<file path="config.mk">
export PLATFORM = sky130hd
export DESIGN_NAME = burst_window
export DESIGN_NICKNAME = d
export VERILOG_FILES = /design/src/rtl/bw_pkg.sv /design/src/rtl/bw_ctrl.sv /design/src/rtl/bw_index.sv /design/src/rtl/burst_window.sv
export SDC_FILE = /design/constraint.sdc
export NUM_CORES = 1
export LEC_CHECK = 0
export BUFFER_PORTS_ARGS = -buffer_cell sky130_fd_sc_hd__buf_2
export CAP_MARGIN = 20
export CORE_AREA = 2 2 71 73
export DETAILED_ROUTE_END_ITERATION = 6
export DIE_AREA = 0 0 73 75
export GPL_TIMING_DRIVEN = 0
export PLACE_DENSITY = 0.91
export SYNTH_ARGS = -nofsm -noshare
export SYNTH_HDL_FRONTEND = slang
export SYNTH_SLANG_ARGS = --single-unit
</file>
<file path="constraint.sdc">
create_clock -name clk -period 2 [get_ports clk]
set_clock_uncertainty 0.15 [all_clocks]
set_input_delay 0.1 -clock clk [delete_from_list [all_inputs] [get_ports clk]]
set_output_delay 0.1 -clock clk [all_outputs]
set_load 0.05 [all_outputs]
</file>
<file path="src/rtl/bw_pkg.sv">
package bw_pkg;

   // Saturate a requested length code at the largest legal value.
   function automatic logic [4:0] clamp_len(input logic [4:0] req, input logic [4:0] lim);
      return (req > lim) ? lim : req;
   endfunction

endpackage

</file>
<file path="src/rtl/bw_ctrl.sv">
module bw_ctrl #(
   parameter int START_W = 5,
   parameter int LEN_W   = 5,
   parameter int MAX_LEN = 17,
   parameter int DATA_W  = 32,
   parameter int LEN_LSB = 8
) (
   input  logic               clk,
   input  logic               rst_n,
   input  logic               wr,
   input  logic [DATA_W/8-1:0] be,
   input  logic [DATA_W-1:0]  wdata,
   output logic [START_W-1:0] start,
   output logic [LEN_W-1:0]   len
);
   localparam logic [LEN_W-1:0] LIM = LEN_W'(MAX_LEN);

   always_ff @(posedge clk or negedge rst_n) begin
      if (!rst_n) begin
         start <= '0;
         len   <= '0;
      end else if (wr) begin
         if (be[0]) start <= wdata[START_W-1:0];
         if (be[LEN_LSB/8]) len <= bw_pkg::clamp_len(wdata[LEN_LSB +: LEN_W], LIM);
      end
   end


   len_in_range_chk: assert property (@(posedge clk) disable iff (!rst_n) len <= LIM);
endmodule

</file>
<file path="src/rtl/bw_index.sv">
module bw_index #(
   parameter int LEN_W = 5
) (
   input  logic             clk,
   input  logic             rst_n,
   input  logic             clr,
   input  logic             step,
   input  logic [LEN_W-1:0] len,
   output logic [LEN_W-1:0] idx
);
   logic last;
   assign last = (idx >= len);

   always_ff @(posedge clk or negedge rst_n) begin
      if (!rst_n)     idx <= '0;
      else if (clr)   idx <= '0;
      else if (step)  idx <= last ? '0 : idx + LEN_W'(1);
   end


   idx_wrap_chk: assert property (@(posedge clk) disable iff (!rst_n)
      (step && !clr && idx == len) |=> idx == '0);

   idx_hold_chk: assert property (@(posedge clk) disable iff (!rst_n)
      (!step && !clr) |=> $stable(idx));
endmodule

</file>
<file path="src/rtl/burst_window.sv">
module burst_window #(
   parameter int ADDR_W   = 8,
   parameter int DATA_W   = 32,
   parameter int WIN_W    = 16,
   parameter int START_W  = 5,
   parameter int LEN_W    = 5,
   parameter int MAX_LEN  = 17,
   parameter int CTRL_OFS = 'h48,
   parameter int WIN_OFS  = 'h4C
) (
   input  logic              clk,
   input  logic              rst_n,
   input  logic [ADDR_W-1:0] bus_addr,
   input  logic              bus_wr,
   input  logic              bus_rd,
   input  logic [3:0]        bus_be,
   input  logic [DATA_W-1:0] bus_wdata,
   output logic [DATA_W-1:0] bus_rdata,
   output logic [ADDR_W-1:0] reg_addr,
   output logic              reg_wr,
   output logic              reg_rd,
   output logic [3:0]        reg_be,
   output logic [DATA_W-1:0] reg_wdata,
   input  logic [DATA_W-1:0] reg_rdata
);
   localparam int LEN_LSB = 8;
   localparam int WORD_W  = START_W + 1;
   localparam int BE_W    = DATA_W / 8;
   localparam int WIN_BE  = WIN_W / 8;

   if (DATA_W != 32) begin : g_bad_data
      $error("burst_window: DATA_W must be 32");
   end
   if (WIN_W > DATA_W || WIN_W % 8 != 0) begin : g_bad_win
      $error("burst_window: WIN_W must be a byte multiple no wider than DATA_W");
   end
   if (MAX_LEN >= (1 << LEN_W) || START_W > 8 || LEN_W > 5) begin : g_bad_len
      $error("burst_window: field widths out of range");
   end
   if (((1 << START_W) + MAX_LEN) * 4 > (1 << ADDR_W)) begin : g_bad_addr
      $error("burst_window: ADDR_W too narrow for the burst range");
   end

   logic               hit_ctrl, hit_win, acc;
   logic [START_W-1:0] start;
   logic [LEN_W-1:0]   len;
   logic [LEN_W-1:0]   idx;
   logic [WORD_W-1:0]  word;
   logic [DATA_W-1:0]  ctrl_q;
   logic [DATA_W-1:0]  win_rd, win_wd;

   assign hit_ctrl = (bus_addr == ADDR_W'(CTRL_OFS));
   assign hit_win  = (bus_addr == ADDR_W'(WIN_OFS));
   assign acc      = bus_wr | bus_rd;

   bw_ctrl #(.START_W(START_W), .LEN_W(LEN_W), .MAX_LEN(MAX_LEN),
             .DATA_W(DATA_W), .LEN_LSB(LEN_LSB)) u_ctrl (
      .clk(clk), .rst_n(rst_n), .wr(bus_wr & hit_ctrl), .be(bus_be),
      .wdata(bus_wdata), .start(start), .len(len));

   bw_index #(.LEN_W(LEN_W)) u_idx (
      .clk(clk), .rst_n(rst_n), .clr(bus_wr & hit_ctrl),
      .step(acc & hit_win), .len(len), .idx(idx));

   assign word = WORD_W'(start) + WORD_W'(idx);

   always_comb begin
      ctrl_q = '0;
      ctrl_q[START_W-1:0] = start;
      ctrl_q[LEN_LSB +: LEN_W] = len;
   end

   if (WIN_W < DATA_W) begin : g_narrow
      assign win_rd = {{(DATA_W-WIN_W){1'b0}}, reg_rdata[WIN_W-1:0]};
      assign win_wd = {{(DATA_W-WIN_W){1'b0}}, bus_wdata[WIN_W-1:0]};
   end else begin : g_full
      assign win_rd = reg_rdata;
      assign win_wd = bus_wdata;
   end

   always_comb begin
      reg_addr  = bus_addr;
      reg_wr    = bus_wr;
      reg_rd    = bus_rd;
      reg_be    = bus_be;
      reg_wdata = bus_wdata;
      bus_rdata = reg_rdata;
      if (hit_ctrl) begin
         reg_wr    = 1'b0;
         reg_rd    = 1'b0;
         bus_rdata = ctrl_q;
      end else if (hit_win) begin
         reg_addr  = ADDR_W'({word, 2'b00});
         reg_be    = bus_be & BE_W'((1 << WIN_BE) - 1);
         reg_wdata = win_wd;
         bus_rdata = win_rd;
      end
   end


   ctrl_clear_chk: assert property (@(posedge clk) disable iff (!rst_n)
      (bus_wr && hit_ctrl) |=> idx == '0);

   pass_hold_chk: assert property (@(posedge clk) disable iff (!rst_n)
      (!hit_ctrl && !hit_win) |=> $stable(idx));

   ctrl_local_chk: assert property (@(posedge clk) disable iff (!rst_n)
      hit_ctrl |-> (!reg_wr && !reg_rd));

   idx_bound_chk: assert property (@(posedge clk) disable iff (!rst_n) idx <= len);
endmodule

</file>
==> results of run 1 <==
-- registers in the layout (all words and copies together) (netlist names) --
name and cells:
u_idx.idx 5, u_ctrl.start 5, u_ctrl.len 5
-- cell families (layout without fill, tap and decap cells) --
| logic type | after synthesis | after routing |
|---|---|---|
| adder cells (fa/ha/maj) | 12 | 12 |
| AND/OR/NAND/NOR | 80 | 80 |
| flip-flops | 15 | 15 |
| buffers and inverters | 38 | 214 |
| XOR/XNOR | 2 | 2 |
| AO/OA/AOI/OAI | 24 | 24 |
| multiplexers | 21 | 21 |
-- worst min-delay path by stage --
stage / slack [ns] / endpoint / depth (start not counted)
after global routing: 0.02 / u_ctrl.len[1] / 3
after CTS: 0.01 / u_ctrl.len[1] / 3
after global placement: -0.13 / u_idx.idx[4] / 1
after detailed placement: -0.13 / u_ctrl.len[4] / 1
final: -0.008 / u_ctrl.len[1] / 3
after floorplan: -0.35 / u_ctrl.len[0] / 0
-- synthesized netlist by cell type (3+ instances only) --
cell / instances
mux2_2: 10
ha_1: 11
a21oi_1: 6
a21o_1: 4
nand2b_1: 4
buf_4: 18
nor2_1: 8
nand3_1: 3
dfrtp_1: 15
mux2_4: 6
nand2_1: 7
nor2b_1: 9
and2_1: 36
clkbuf_1: 5
mux2i_1: 5
o21ai_0: 5
inv_1: 13
-- per-stage QoR --
step	cell area, um2	setup TNS (ns)	util (%)	hold WS (ns)
after CTS	2780	-0.195	59.6	0.0120
after floorplan	1700	-0.0742	-	-0.346
after detailed placement	2520	-0.317	54.0	-0.128
after global placement	2520	-0.240	54.0	-0.132
final	2990	-0.308	64.1	-0.00835
after global routing	2990	-0.636	64.1	0.0198
-- cell type report --
cell class | count | area (um2) | area share [%]
Inverter | 13 | 48.8 | 1.63
Sequential cell | 15 | 378 | 12.6
Multi-Input combinational cell | 139 | 1200 | 40.0
Clock buffer | 4 | 45.0 | 1.51
Tap cell | 54 | 67.6 | 2.26
Timing Repair Buffer | 172 | 1080 | 36.0
Buffer | 25 | 176 | 5.90
-- timing repair --
item / 4_1_cts / 5_1_grt
pin swaps: 5 / 10
cloned: 1 / 0
hold buffers: 9 / 0
buffers inserted: 7 / 6
hold endpoints to repair: 23 / 0
endpoints found under the setup margin: 12 / 18
resized for setup: 19 / 64
-- power by group --
group | internal (mW) | switching [mW]
registers | 0.326 | 0.0288
logic | 0.326 | 0.535
clock network | 0.142 | 0.119
-- metal layers --
layer  part of all wire [%]  up-vias  global-route usage (%)  wire length [um]
met2                     53       98                    35.8              3350
met3                    7.0       11                    1.47               442
met1                     38      954                    26.0              2390
met5                      0        -                       0                 0
met4                    1.6        0                    4.94                99
li1                       -      975                       -                 -
-- critical path: stages (launching register included) --
cell and delay [ns]:
dfrtp_1 0.37, ha_2 0.20, inv_2 0.04, fa_2 0.34, nor2b_1 0.15, o21ai_1 0.12, nor3b_4 0.17, o31ai_4 0.18
buf_6 0.19
-- cell usage in the layout, fill, tap and decap left out, drive strengths merged, types with 2 or more instances in the layout --
master         n
nor3b          2
nor2b          9
inv           13
clkbuf        10
a21o           4
nand2b         4
nand2          7
nand3          5
o31ai          2
or3            2
o21ai          5
and2          36
mux2          16
a21boi         2
dfrtp         15
nor2           8
dlygate4sd3    9
nor3           2
buf          182
a21oi          6
ha            11
mux2i          5
o21bai         2
==> reports/results.ini, run 1 <==
[status]
status=complete, but fails checks
violations=negative hold slack, negative setup slack

[synthesis]
syn_area_um2=1670
synth_xor_area_share_pct=1.05
synth.avg_cell_area_um2=8.72
synthTopCellsByArea=dfrtp_1 22%, and2_1 13%, ha_1 8.2%
netlist.area_leader.share_pct=22.4
synth-compound-area-share_pct=9.12
synth_top_family_by_area=simple AND/OR/NAND/NOR gates
synth_area_leader_cell=dfrtp_1
synth.area.mux_share_pct=15.1
yosysSeqAreaShare_pct=22.4
yosys.area_share.simple_pct=29.8
synthFlopType=dfrtp_1
yosysWarnings=0
syn_inst=192
syn_nets=284
synth-seq-cells=15
postSynth.asyncResetShare_pct=100
synth_cell_types=38
synth_edf_count=0
synth_fa_ha_area_share_pct=9.42

[clock_tree]
tritoncts=yes
cts_root_buf=clkbuf_8
clk_path_buf_depth=2
cts_made_buffers=3
cts_sinks=15
clock_latency_ns=0.26
clk_pin_slew_ns=0.07
htree_num_levels=1

[power_and_ir_drop]
power.density_nw_per_um2=494
finalPower_mw=1.48
power.leakage_nw=1.63
irDropWorstVdd_uv=291

[global_route]
grt_pass1_wl_um=8540
gr-usage-all-layers_pct=19.9
antenna_found_initial=0
grt_pass1_vias=1817
grt_max_degree=16
grt.overflow.total=0

[layout]
final_layout_size_suffix_gt1_share_pct=60.3
n_antenna_cell=0
fin_cells=422
nets=461
area_growth_syn_to_layout_pct=78.5
n_fill_cell=384

[worst_setup_path]
reg2reg_depth=7
reg2reg_from=u_idx.idx[1]
critical_path_class=reg -> out
arrival_ns=2.01
worstSetupEndpointType=primary output
endpoint=reg_addr[6]
critPathRequiredTime_ns=1.75
r2r_end=u_idx.idx[1]
cp-start-kind=flip-flop
rrSetupSlack_ns=0.10
path_max_fanout=2
cp-startpoint=u_idx.idx[0]

[drt]
post-route-drc-count=0
drt-total-wl_um=6280
drtIter0Drc=87
final_antenna_net_count=0
avgRoutedWirePerCell_um=14.9
vias=2038
routed_via_density=4.83
dr.pass1.iters=4

[placement]
dp_cells=397
dpl_worst_slack_ns=-0.202
place_hpwl_um=4590
portBuffers=151
gp_congestion=0.795

[sta]
fin_crit_ns=2.26
rsz0062_at_grt=yes
achievable-frequency_mhz=442
maxSlewHeadroom_pct=63.2
worstMarginPinSlew_ns=0.549
hold_viol=2
setup_viol=2
setup_ws_ns=-0.263
finalMaxSlewViolations=0
hold-worst-slack_ns=-0.00835
fin_crit_sh_pct=113

[floorplan]
io-pin-count=158
initial_core_util_pct=35.9
core_um2=4660
die-area_um2=5480
floorplan.die.height_um=75
rows=25
die_width_um=73

[min_path]
min_path_type=in -> reg
hp-start=bus_wdata[9]

[flow_run]
drv_cap=0

No activity file was read; power rests on OpenSTA's default activity.
==> run 2: changes to the inputs <==
==> constraint.sdc (replaced) <==
create_clock -name clk -period 2 [get_ports clk]
set_clock_uncertainty 0.15 [all_clocks]
set_input_delay 0.1 -clock clk [delete_from_list [all_inputs] [get_ports clk]]
set_output_delay 0.1 -clock clk [all_outputs]
set_load 0.02 [all_outputs]
==> run 2 against run 1 <==
The run still ends with negative hold slack, negative setup slack left. Power down 21%. Hold slack improved by 0.0018 ns. Final area down 8.2%. Clock power is 5% lower. Combinational power decreased by 34%. Worst setup slack gained 0.11 ns. Sequential cell count unchanged. Sequential power about the same. Non-clock buffer count decreased by 5. Via count decreased by 5.1%. Global-route usage shrank 2.1 points. Largest cell class is now multi-input gates.
==> reports/results.ini, run 2 (synthesis gave the netlist of run 1 again) <==
[status]
status=complete, but fails checks
violations=negative hold slack, negative setup slack

[floorplan]
rows=25
die_width_um=73
die-area_um2=5480
core_um2=4660
initial_core_util_pct=35.9
floorplan.die.height_um=75
io-pin-count=158

[worst_setup_path]
arrival_ns=1.91
reg2reg_from=u_idx.idx[0]
critical_path_class=reg -> out
path_buf_inv=2
reg2reg_depth=7
cp_cell_sequence=ha_2 > inv_2 > fa_2 > nor2b_2 > o21ai_2 > nor3b_2 > o31ai_2 > buf_4
critPathMaxStageDelay_ns=0.37
cp_top_family=adder cells
critPathRequiredTime_ns=1.75
r2r_end=u_idx.idx[1]
rrSetupSlack_ns=0.10
cp_slowest_cell=dfrtp_1
path_max_fanout=2
worstSetupEndpointType=primary output
cp-start-kind=flip-flop

[sta]
achievable-frequency_mhz=463
maxSlewHeadroom_pct=73.1
worstMarginPinSlew_ns=0.401
finalMaxSlewViolations=0
setup_viol=1
hold-worst-slack_ns=-0.00659
setup_ws_ns=-0.158
fin_crit_ns=2.16
hold_viol=1
rsz0062_at_grt=yes
fin_crit_sh_pct=108

[global_route]
antenna_found_initial=0
grt_max_degree=16
gr-usage-all-layers_pct=17.8
grt_pass1_wl_um=7800
grt_pass1_vias=1727
grt.overflow.total=0

[clock_tree]
cts_made_buffers=3
clock_latency_ns=0.24
clk_pin_slew_ns=0.06
htree_num_levels=1
clk_path_buf_depth=2
cts_sinks=15
tritoncts=yes
cts_root_buf=clkbuf_8

[layout]
mostFrequentLayoutCells=148 x buf_2, 36 x and2_1, 28 x buf_4, 13 x dfrtp_1, 12 x inv_1
nets=456
reg_top3=u_ctrl.len x5, u_ctrl.start x5, u_idx.idx x5
final_area_um2=2740
n_antenna_cell=0
final_common_cell=buf_2
area_growth_syn_to_layout_pct=63.8
final_layout_size_suffix_gt1_share_pct=59.0

[drt]
drtIter0Drc=61
avgRoutedWirePerCell_um=13.2
drt-total-wl_um=5490
vias=1935
final_antenna_net_count=0
dr.pass1.iters=4
routed_via_density=4.64
post-route-drc-count=0

[placement]
portBuffers=151
place_hpwl_um=4530
dpl-instance-area_um2=2500
gp_congestion=0.831
dpl_worst_slack_ns=-0.0798

[min_path]
min_to=u_ctrl.len[3]
min_path_type=in -> reg
hp-start=bus_wdata[11]
holdPathStages=3

[flow_run]
drv_cap=0

[power_and_ir_drop]
power.density_nw_per_um2=425
power.leakage_nw=1.53
irDropWorstVdd_uv=285

==> run 2: changes by cell type in the layout (fill, tap and decap cells not counted), moves of 2 or more <==
cell    change
ha_1        +2
mux2_4      -8
mux2_2      +8
buf_2      +14
ha_4        -2
buf_8       -8
buf_6       -9
==> run 2: layout make-up <==
class,instances,area [um2]
Multi-Input combinational cell,139,1120
Tap cell,54,67.6
Buffer,25,176
Clock buffer,4,45.0
Inverter,13,48.8
Fill cell,418,1920
Timing Repair Buffer,167,907
Sequential cell,15,378
==> run 2: how the worst max path moves through the flow <==
| stage | from | end | slack, ns | cells after the start |
|---|---|---|---|---|
| after floorplan | u_idx.idx[0] | reg_addr[6] | 0.05 | 7 |
| after global placement | u_idx.idx[0] | reg_addr[6] | -0.07 | 8 |
| after detailed placement | u_idx.idx[0] | reg_addr[6] | -0.08 | 8 |
| after CTS | u_ctrl.start[0] | reg_addr[6] | -0.16 | 8 |
| after global routing | u_ctrl.start[0] | reg_addr[6] | -0.23 | 8 |
| final | u_ctrl.start[0] | reg_addr[6] | -0.16 | 8 |
==> run 2: where the power goes <==
part           internal (mW)  switching, mW  leakage, nW
Combinational          0.268          0.299         1.34
Clock                  0.141          0.105       0.0228
Sequential             0.327         0.0259        0.169
Total                  0.736          0.430         1.53
==> run 2: routing by layer <==
metal | global-route usage (%) | share of wire [%] | vias to the layer above
met5 | 0 | 0 | -
met4 | 4.94 | 1.2 | 0
met2 | 30.8 | 53 | 65
met1 | 23.8 | 42 | 898
met3 | 1.74 | 4.0 | 6
li1 | - | - | 966
==> run 2: per-stage QoR <==
| stage | instances | TNS, ns | util [%] | power, mW |
|---|---|---|---|---|
| after global placement | 397 | -0.0741 | 53.7 | 0.873 |
| after CTS | 411 | -0.190 | 57.0 | 1.15 |
| final | 417 | -0.158 | 58.8 | 1.17 |
| after floorplan | 192 | 0 | - | 0.679 |
| after detailed placement | 397 | -0.0964 | 53.7 | 0.886 |
| after global routing | 417 | -0.372 | 58.8 | 1.25 |
==> run 2: tightest hold or removal path, delay by kind of cell <==
kind	cells	cell delay, ns
buf+inv	1	0.11
simple gates	1	0.07
mux	1	0.07
==> run 2: repair_timing <==
item                                    CTS  global route
buffers inserted                          2             5
gates cloned                              0             1
hold buffers                              8             0
pin swaps                                 0             5
endpoints found under the setup margin    7            25
hold endpoints to repair                 22             0
resized for setup                         7            16
==> run 3: changes to the inputs <==
==> constraint.sdc (replaced) <==
create_clock -name clk -period 2.4 [get_ports clk]
set_clock_uncertainty 0.15 [all_clocks]
set_input_delay 0.12 -clock clk [delete_from_list [all_inputs] [get_ports clk]]
set_output_delay 0.12 -clock clk [all_outputs]
set_load 0.02 [all_outputs]
==> run 3 against run 2 <==
Highest routed layer unchanged. Via count is 5.5% lower. Global-route usage is 0.94 points lower. Non-clock buffer count is 8 lower. First-iteration DRC count is 28% lower. Critical path depth is 2 lower. Power is 19% lower. The flow now finishes without violations. Register-to-register slack better by 0.46 ns. Die area stayed put. Critical path type unchanged.
==> reports/results.ini, run 3 (synthesis gave the netlist of run 1 again) <==
[layout]
nets=448
mostFrequentLayoutCells=152 x buf_2, 36 x and2_1, 20 x buf_4, 14 x dfrtp_1, 13 x inv_1
final_layout_size_suffix_gt1_share_pct=56.3
n_fill_cell=399
final_common_cell=buf_2
reg_top3=u_ctrl.len x5, u_ctrl.start x5, u_idx.idx x5
n_antenna_cell=0
area_growth_syn_to_layout_pct=56.7

[clock_tree]
tritoncts=yes
cts_sinks=15
cts_made_buffers=3
clk_pin_slew_ns=0.06
htree_num_levels=1
cts_root_buf=clkbuf_8
clock_latency_ns=0.25
clk_path_buf_depth=2

[worst_setup_path]
worstSetupEndpointType=primary output
path_max_fanout=7
reg2reg_depth=5
cp-start-kind=flip-flop
critical_path_class=reg -> out
critPathRequiredTime_ns=2.13
arrival_ns=1.99

[min_path]
holdPathStages=3
min_path_type=in -> reg

[sta]
worstMarginPinSlew_ns=0.470
setup_ws_ns=0.139
hold_viol=0
setup_viol=0
hold-worst-slack_ns=0.00820
finalMaxSlewViolations=0
rsz0062_at_grt=no
fin_crit_sh_pct=94.2
maxSlewHeadroom_pct=68.2
fin_crit_ns=2.26
achievable-frequency_mhz=442
finalSetupTns_ns=0

[placement]
dpl_worst_slack_ns=0.295
portBuffers=151
place_hpwl_um=4340
gp_congestion=0.810

[floorplan]
floorplan.die.height_um=75
core_um2=4660
initial_core_util_pct=35.9
rows=25
io-pin-count=158
die_width_um=73
die-area_um2=5480

[drt]
avgRoutedWirePerCell_um=12.4
final_antenna_net_count=0
dr.pass1.iters=4
drt-total-wl_um=5090
post-route-drc-count=0
vias=1829
drtIter0Drc=44
routed_via_density=4.47

[power_and_ir_drop]
power.leakage_nw=1.48
power.density_nw_per_um2=362
irDropWorstVdd_uv=240

[status]
status=complete, no violations

[global_route]
antenna_found_initial=0
grt.overflow.total=0
grt_max_degree=16
grt_pass1_vias=1629
gr-usage-all-layers_pct=16.9
grt_pass1_wl_um=7330

[flow_run]
drv_cap=0

run 3: metrics by stage:
step	power [mW]	std cells	instance area, um2	utilization, %
after global placement	0.722	397	2500	53.6
after global routing	1.02	409	2620	56.3
after floorplan	0.564	192	1670	-
after detailed placement	0.734	397	2500	53.6
after CTS	0.954	407	2600	55.9
final	0.948	409	2620	56.3
run 3: worst paths after layout:
check	startpoint	end	slack, ns
setup / recovery	u_idx.idx[2]	reg_addr[6]	0.14
hold / removal	bus_wdata[9]	u_ctrl.len[1]	0.008
setup reg to reg	u_idx.idx[2]	u_idx.idx[0]	0.56
hold reg to reg	u_ctrl.len[4]	u_ctrl.len[4]	0.40
max in group asynchronous	rst_n	u_idx.idx[0]	1.65
min in group asynchronous	rst_n	u_idx.idx[2]	0.18
run 3: area by class of cell:
class | count | area [um2] | share of cell area, %
Buffer | 25 | 170 | 6.49
Clock buffer | 3 | 41.3 | 1.57
Clock inverter | 1 | 5.00 | 0.191
Inverter | 13 | 48.8 | 1.86
Multi-Input combinational cell | 139 | 1080 | 41.3
Sequential cell | 15 | 377 | 14.4
Tap cell | 54 | 67.6 | 2.58
Timing Repair Buffer | 159 | 831 | 31.7
run 3: timing repair:
action / in CTS / in global routing
setup buffers: 0 / 2
hold buffers: 6 / 0
setup endpoints to repair: 0 / 1
hold endpoints to repair: 20 / 0
gates resized for setup: 0 / 2
run 3: routing by layer:
metal | vias up | wire (um) | global-route usage, %
li1 | 953 | - | -
met1 | 817 | 2120 | 21.9
met2 | 57 | 2710 | 29.5
met3 | 2 | 238 | 2.81
met4 | 0 | 27 | 3.70
met5 | - | 0 | 0
run 3: report_power, final:
| part | internal (mW) | switching (mW) | leakage, nW |
|---|---|---|---|
| clock | 0.115 | 0.0909 | 0.0255 |
| combinational | 0.209 | 0.237 | 1.28 |
| sequential | 0.272 | 0.0250 | 0.168 |
run 3: worst max-delay path, cell delays in order (launching register included):
cell and delay, ns:
dfrtp_1 0.48, ha_1 0.36, nor2b_1 0.14, o21ai_0 0.20, a21boi_0 0.13, o31ai_1 0.23
buf_2 0.20
